--- config.mk ---
export PLATFORM = sky130hd
export DESIGN_NAME = clock_victim_sel
export DESIGN_NICKNAME = d
export VERILOG_FILES = /design/src/rtl/clock_victim_pkg.sv /design/src/rtl/clock_victim_dp.sv /design/src/rtl/clock_victim_ctl.sv /design/src/rtl/clock_victim_sel.sv
export SDC_FILE = /design/constraint.sdc
export NUM_CORES = 1
export LEC_CHECK = 0
export BUFFER_PORTS_ARGS = -buffer_cell sky130_fd_sc_hd__buf_2
export CAP_MARGIN = 30
export CORE_MARGIN = 2
export CORE_UTILIZATION = 47
export DETAILED_ROUTE_END_ITERATION = 10
export PLACE_DENSITY = 0.66
export SLEW_MARGIN = 25
export SYNTH_ARGS = -nofsm -noshare
export SYNTH_HDL_FRONTEND = slang
export SYNTH_SLANG_ARGS = --single-unit
--- constraint.sdc ---
create_clock -name clk -period 4.98 [get_ports clk]
set_input_delay 0.249 -clock clk [delete_from_list [all_inputs] [get_ports clk]]
set_output_delay 0.249 -clock clk [all_outputs]
set_load 0.05 [all_outputs]
--- src/rtl/clock_victim_pkg.sv ---
package clock_victim_pkg;

  // Strobes from the sweep control to the frame datapath
  typedef struct packed {
    logic clearCur;     // clear the referenced bit under the hand
    logic advance;      // step the hand to the next frame
    logic latchVictim;  // capture the hand as the victim index
  } ctlStrobe_t;

  typedef enum logic {
    ST_IDLE  = 1'b0,
    ST_SWEEP = 1'b1
  } sweepState_t;

endpackage

--- src/rtl/clock_victim_dp.sv ---
module clock_victim_dp
  import clock_victim_pkg::*;
#(
  parameter int NUM_FRAMES = 8,
  localparam int IDX_W = $clog2(NUM_FRAMES)
) (
  input  logic                  clk,
  input  logic                  rstN,
  input  logic                  refValid,
  input  logic [IDX_W-1:0]      refFrame,
  input  ctlStrobe_t            strb,
  output logic                  curBit,
  output logic [IDX_W-1:0]      hand,
  output logic [IDX_W-1:0]      victimReg,
  output logic [NUM_FRAMES-1:0] refBits
);

  localparam logic [IDX_W-1:0] LAST_IDX = IDX_W'(NUM_FRAMES - 1);

  logic [NUM_FRAMES-1:0] setHit;
  logic [NUM_FRAMES-1:0] clrHit;

  for (genvar g = 0; g < NUM_FRAMES; g++) begin : g_frame
    assign setHit[g] = refValid && (refFrame == IDX_W'(g));
    assign clrHit[g] = strb.clearCur && (hand == IDX_W'(g));
  end

  assign curBit = refBits[hand];

  // a set from a reference overrides a clear from the sweep
  always_ff @(posedge clk or negedge rstN) begin
    if (!rstN) begin
      refBits <= '0;
    end else begin
      refBits <= (refBits & ~clrHit) | setHit;
    end
  end

  always_ff @(posedge clk or negedge rstN) begin
    if (!rstN) begin
      hand <= '0;
    end else if (strb.advance) begin
      hand <= (hand == LAST_IDX) ? '0 : hand + 1'b1;
    end
  end

  always_ff @(posedge clk or negedge rstN) begin
    if (!rstN) begin
      victimReg <= '0;
    end else if (strb.latchVictim) begin
      victimReg <= hand;
    end
  end

endmodule

--- src/rtl/clock_victim_ctl.sv ---
module clock_victim_ctl
  import clock_victim_pkg::*;
#(
  parameter int NUM_FRAMES = 8,
  localparam int CNT_W = $clog2(NUM_FRAMES + 1)
) (
  input  logic       clk,
  input  logic       rstN,
  input  logic       reqValid,
  input  logic       curBit,
  output ctlStrobe_t strb,
  output logic       sweeping,
  output logic       doneValid
);

  localparam logic [CNT_W-1:0] FORCE_AT = CNT_W'(NUM_FRAMES);

  sweepState_t      state;
  sweepState_t      stateNext;
  logic [CNT_W-1:0] sweepCnt;
  logic             forcePick;

  assign sweeping  = (state == ST_SWEEP);
  assign forcePick = (sweepCnt == FORCE_AT);

  always_comb begin
    strb      = '0;
    stateNext = state;
    unique case (state)
      ST_IDLE: begin
        if (reqValid) stateNext = ST_SWEEP;
      end
      ST_SWEEP: begin
        strb.clearCur = 1'b1;
        strb.advance  = 1'b1;
        if (!curBit || forcePick) begin
          strb.latchVictim = 1'b1;
          stateNext        = ST_IDLE;
        end
      end
      default: stateNext = ST_IDLE;
    endcase
  end

  always_ff @(posedge clk or negedge rstN) begin
    if (!rstN) begin
      state     <= ST_IDLE;
      sweepCnt  <= '0;
      doneValid <= 1'b0;
    end else begin
      state     <= stateNext;
      doneValid <= strb.latchVictim;
      if (state == ST_IDLE) begin
        sweepCnt <= '0;
      end else if (!forcePick) begin
        sweepCnt <= sweepCnt + 1'b1;
      end
    end
  end

endmodule

--- src/rtl/clock_victim_sel.sv ---
module clock_victim_sel
  import clock_victim_pkg::*;
#(
  parameter int NUM_FRAMES = 8,
  localparam int IDX_W = $clog2(NUM_FRAMES)
) (
  input  logic             clk,
  input  logic             rstN,
  input  logic             refValid,
  input  logic [IDX_W-1:0] refFrame,
  input  logic             reqValid,
  output logic             doneValid,
  output logic [IDX_W-1:0] victimFrame
);

  ctlStrobe_t            strb;
  logic                  curBit;
  logic                  sweeping;
  logic [IDX_W-1:0]      hand;
  logic [NUM_FRAMES-1:0] refBits;

  clock_victim_ctl #(.NUM_FRAMES(NUM_FRAMES)) u_ctl (
    .clk       (clk),
    .rstN      (rstN),
    .reqValid  (reqValid),
    .curBit    (curBit),
    .strb      (strb),
    .sweeping  (sweeping),
    .doneValid (doneValid)
  );

  clock_victim_dp #(.NUM_FRAMES(NUM_FRAMES)) u_dp (
    .clk       (clk),
    .rstN      (rstN),
    .refValid  (refValid),
    .refFrame  (refFrame),
    .strb      (strb),
    .curBit    (curBit),
    .hand      (hand),
    .victimReg (victimFrame),
    .refBits   (refBits)
  );

endmodule

# Word level (Yosys, flattened, before mapping)
# Index checks and enable logic that the tools add are counted.
[word_totals] register_bits=20 input_bits=7 wordCells=59
[classes] n_addsub=2 order_cmp=1 eq_ne=16 n_mux=10 n_bitwise=4 reduce_logical=20
[ops] operator="== test 3 bit (second input constant)" n=8
[ops] operator="logical AND 1 bit" n=16
[ops] operator="== test 3 x 2 -> 1 bit (second input constant)" n=4
[ops] operator="AND 8 bit" n=1
[ops] operator="two-way mux 4 bit" n=2
[ops] operator="inverter 8 bit" n=1
[ops] operator="OR 8 bit" n=1
[ops] operator="== test 3 x 1 -> 1 bit (second input constant)" n=2
[ops] operator="logical NOT 3 bit" n=2
[ops] operator="two-way mux 3 bit" n=2
[ops] operator="adder 4 x 1 -> 4 bit (second input constant)" n=1
[ops] operator="== test 4 bit (second input constant)" n=1
[ops] operator="less-than comparator 3 x 4 -> 1 bit (second input constant)" n=1
[ops] operator="two-way mux 1 bit" n=4
[ops] operator="adder 3 x 1 -> 3 bit (second input constant)" n=1
[ops] operator="binary-select mux 1 bit (select 3 bit)" n=1
[ops] operator="inequality test 2 bit (second input constant)" n=1
[ops] operator="case mux 1 bit (2 select lines)" n=1
[ops] operator="logical NOT 1 bit" n=1
[ops] operator="logical OR 1 bit" n=1
[ops] operator="inverter 1 bit" n=1

# Depth between registers and ports, before layout
[logic_depth] depth_word=10 mapped_depth=6

# Cells and area by module
# A second synthesis with hierarchy kept.
[hier_totals] hier_cells=83 area_unflattened_um2=1031.0
[modules_own_cells] mod="clock_victim_dp" instances=1 cells_per_inst=55 area_per_inst_um2=721.9 seq_area_each_um2=350.3
[modules_own_cells] mod="clock_victim_ctl" instances=1 cells_per_inst=28 area_per_inst_um2=309.0 seq_area_each_um2=150.1

# Least setup slack after synthesis
# Ideal clock, no wire load.
[synth_timing] path_type="flip-flop to flip-flop" from="register u_dp.hand[0]" to="register u_dp.victimReg[0]" setup_ps=128 arrival_ps=1531 t_required_ps=4852 setup_slack_ps=3321 stages_incl_launch_ff=5 n_path_buf=0 cell_sequence="dfrtp_1 -> mux4_2 -> nor2_2 -> o31ai_4 -> mux2_1"
[synth_between] elab_chain_cells=6
[synth_rtl] item="start: declaration" line="clock_victim_dp.sv:13" text="output logic [IDX_W-1:0] hand,"
[synth_rtl] item="start signal: assignment" line="clock_victim_dp.sv:43" text="hand <= (hand == LAST_IDX) ? '0 : hand + 1'b1;"
[synth_rtl] item="binary-select mux 1 bit (select 3 bit)" line="clock_victim_dp.sv:28" text="assign curBit = refBits[hand];"
[synth_rtl] item="two-way mux 1 bit (implied by the code)" line="clock_victim_dp.sv:28"
[synth_rtl] item="logical NOT 1 bit" line="clock_victim_ctl.sv:36" text="if (!curBit || forcePick) begin"
[synth_rtl] item="logical OR 1 bit" line="clock_victim_ctl.sv:36"
[synth_rtl] item="two-way mux 1 bit" line="clock_victim_ctl.sv:36"
[synth_rtl] item="two-way mux 3 bit" line="clock_victim_ctl.sv:29" text="unique case (state)"
[synth_rtl] item="end signal: assignment" line="clock_victim_dp.sv:51" text="victimReg <= hand;"
[synth_rtl] item="end: declaration" line="clock_victim_dp.sv:14" text="output logic [IDX_W-1:0] victimReg,"
# Parallel ways exist; a longest one is shown, timed or not. The select of a mux whose other input is x is not followed.
# A chain may end at the register's enable or synchronous reset.

# Final worst setup path
[layout_timing] from="register u_dp.hand[0]" to="register u_dp.victimReg[1]"
[layout_between] elab_chain_cells=6
[layout_rtl] item="binary-select mux 1 bit (select 3 bit)" line="clock_victim_dp.sv:28"
[layout_rtl] item="two-way mux 1 bit (implied by the code)" line="clock_victim_dp.sv:28"
[layout_rtl] item="logical NOT 1 bit" line="clock_victim_ctl.sv:36"
[layout_rtl] item="logical OR 1 bit" line="clock_victim_ctl.sv:36"
[layout_rtl] item="two-way mux 1 bit" line="clock_victim_ctl.sv:36"
[layout_rtl] item="two-way mux 3 bit" line="clock_victim_ctl.sv:29"
# No other way between the ends. The select of a mux whose other input is x is not followed.

==> key figures <==
Run status
  • Status: finished, final reports clean

Routing
  • Detailed Routing Iterations Pass 1: 4
  • WL final: approximately 1800 um
  • Vias/cell: 5.18
  • Post-route ant nets: 0
  • Avg WL per Cell: between 10 and 15 um
  • Vias: ~700
  • Iter 0 DRT Violations: 11
  • DRC: 0

Die
  • Die ar.: 0.00259 mm^2
  • Site Rows: 16
  • Core area: between 0.002 and 0.0025 mm^2
  • Ports: 11
  • Die Height: slightly above 50 um
  • Starting Density: 0.511
  • Die Wd: approximately 50 um

Pwr
  • Peak supply drop: roughly 250 uV
  • Lkg Pwr: around 0.55 nW
  • PwrDens: 633 mW/mm^2

Synthesis
  • Predominant post-synthesis flop cell: dfrtp_1
  • Yosys cell types: 28
  • Synth top area share: 0.485
  • Syn avg cell area: about 11 um^2
  • Post-Syn Area: 0.00103 mm^2
  • Largest cells by area after synthesis: dfrtp_1, ha_1, nand2_1
  • Yosys warnings: 0
  • Number of synthesized flops with an enable pin: 0
  • Leading area contributor after synthesis: dfrtp_1
  • Post-synthesis sequential area ratio: 0.485
  • Synth async-reset ratio: 1.00
  • Cells after synthesis: a little under 100
  • Synthesized flop and latch total: 20
  • Mapped Nets: roughly 110

Clocking
  • Clock transition at path regs: ~0.11 ns
  • Post-CTS Hold Buffers: 1
  • CTS tree: done
  • Post-CTS Resized: 0
  • CTS Sinks: 20
  • Root Buffer Master: clkbuf_4
  • Post-CTS Repair Setup Buffers: 0
  • H-Tree Depth: 1
  • Worst-Skew Late Latency: approximately 0.3 ns
  • Clk buf depth: 2
  • Total CTS buffers: 3

Finish
  • Layout cell share with drive strength beyond 1: 0.191
  • Design Area, Final: between 0.001 and 0.0015 mm^2
  • ANT cells: 0
  • Non-filler cells, final: 137
  • Nets: 126
  • Fillcell total: 189
  • Area Overhead vs Synth: 10.3%

Global routing
  • Wire length of the first global-routing pass: between 3000 and 4000 um
  • GRT overflow: 0
  • Initial antenna violation count: 0
  • Vias in the first global route: just over 700
  • Tot GR Track Use: 0.180
  • Largest net degree at the start of global routing: 21

Run
  • Number of max-cap violations: 0

Timing
  • RSZ-0062 raised after global routing: no
  • Max frequency: around 560 MHz
  • Max Slew Vio Count: 0
  • Setup violations, final: 0
  • Worst-Margin Slew: 0.519 ns
  • Slew HR: 0.653
  • Fin Setup TNS: 0 ns
  • Final Hold Fails: 0
  • Tmin final: 1.78 ns
  • Clock skew: about 0.0037 ns
  • Period utilization: 0.357

Worst setup path
  • Setup crit start kind: flop
  • Worst-path maximum fanout: 8
  • Crit Path Class: reg2reg
  • Worst EP arrival: 1.97 ns
  • CP required: 5.17 ns
  • CP Capture Type: flop

Place
  • Dpl cells: between 100 and 150
  • Placed inst area: 0.00109 mm^2
  • IO Port Bufs: 10
  • Final Wtd Congestion: 0.738
  • Post-DP HPWL: between 1000 and 1500 um

Hold path
  • Hold Path Class: in2reg
[power breakdown]
group | leakage, nW | switching (mW) | internal (mW)
combinational | 0.281 | 0.178 | 0.137
clock | 0.0210 | 0.0487 | 0.0446
sequential | 0.243 | 0.0785 | 0.235
[sequential cells by signal (all words and copies together) (netlist names)]
register	count
u_dp.refBits	8
u_ctl.sweepCnt	4
u_dp.hand	3
u_dp.victimReg	3
u_ctl.doneValid	1
u_ctl.sweeping	1
[Yosys cell counts (2+ instances only)]
cell type	count
o31ai_1	2
ha_1	8
nand3_1	3
dfrtp_1	20
mux2_2	2
nor2_1	5
inv_1	6
mux2_1	2
nand2b_1	4
mux2i_1	3
o21ai_0	10
nand2_1	16
[cells by family (layout without fill, tap and decap cells)]
logic type / Yosys count / count (layout) / share of synthesized area
buffers and inverters: 9 / 22 / 0.0485
xor gates and xnor gates: 2 / 2 / 0.0170
AOI/OAI and AO/OA: 17 / 17 / 0.112
and+or+nand+nor: 33 / 33 / 0.147
muxes: 8 / 8 / 0.0945
adders and majority gates: 8 / 8 / 0.0970
DFF: 20 / 20 / 0.485
[metrics by stage]
step	utilization	setup WS [ns]	hold slack [ns]	power, mW
after global placement	0.540	3.25	0.210	0.619
after detailed placement	0.540	3.19	0.216	0.633
after global routing	0.563	3.10	0.142	0.791
after floorplan	-	3.32	-0.0466	0.570
after CTS	0.563	3.19	0.141	0.732
final	0.563	3.20	0.150	0.721
[placed cells by master, fill, tap and decap left out, drive strengths merged]
master / netlist / final
dlygate4sd3: 0 / 1
clkbuf: 1 / 4
a21oi: 1 / 1
clkinv: 1 / 1
mux2i: 3 / 3
nor2: 6 / 6
o31ai: 3 / 3
nand3: 3 / 3
dfrtp: 20 / 20
buf: 1 / 10
o22ai: 1 / 1
inv: 6 / 6
o21ai: 10 / 10
mux2: 4 / 4
ha: 8 / 8
or2: 1 / 1
a21o: 1 / 1
mux4: 1 / 1
xnor2: 1 / 1
xor2: 1 / 1
nand2b: 4 / 4
a32o: 1 / 1
nor4: 1 / 1
or3: 1 / 1
nand2: 16 / 16
nor2b: 1 / 1
[layer usage]
layer | up-vias | GRT usage | routed length [um]
li1 | 354 | - | -
met1 | 338 | 0.232 | 815
met2 | 14 | 0.292 | 861
met3 | 4 | 0.0263 | 61
met4 | 0 | 0.0946 | 36
met5 | - | 0 | 0
[critical path, stage by stage, from the launching register on]
cell	delay (ns)
dfrtp_1	0.50
mux4_2	0.55
nor2_2	0.16
o31ai_4	0.11
mux2_1	0.34
[final cells by class]
class	count	area, um^2	area share
Inverter	7	26.3	0.0231
Tap cell	27	33.8	0.0297
Sequential cell	20	500	0.440
Multi-Input combinational cell	68	482	0.423
Timing Repair Buffer	11	60.1	0.0527
Clock buffer	4	36.3	0.0319
[worst paths after layout]
path / start / to / slack, ns / cells past startpoint
max: u_dp.hand[0] / u_dp.victimReg[1] / 3.20 / 4
min: reqValid / u_ctl.sweeping / 0.15 / 2
max reg2reg: u_dp.hand[0] / u_dp.victimReg[1] / 3.20 / 4
min reg2reg: u_dp.refBits[5] / u_dp.refBits[5] / 0.49 / 2
max in group asynchronous: rstN / u_dp.refBits[5] / 4.28 / 2
min in group asynchronous: rstN / u_ctl.sweeping / 0.40 / 2
(Power assumes the default switching activity.)
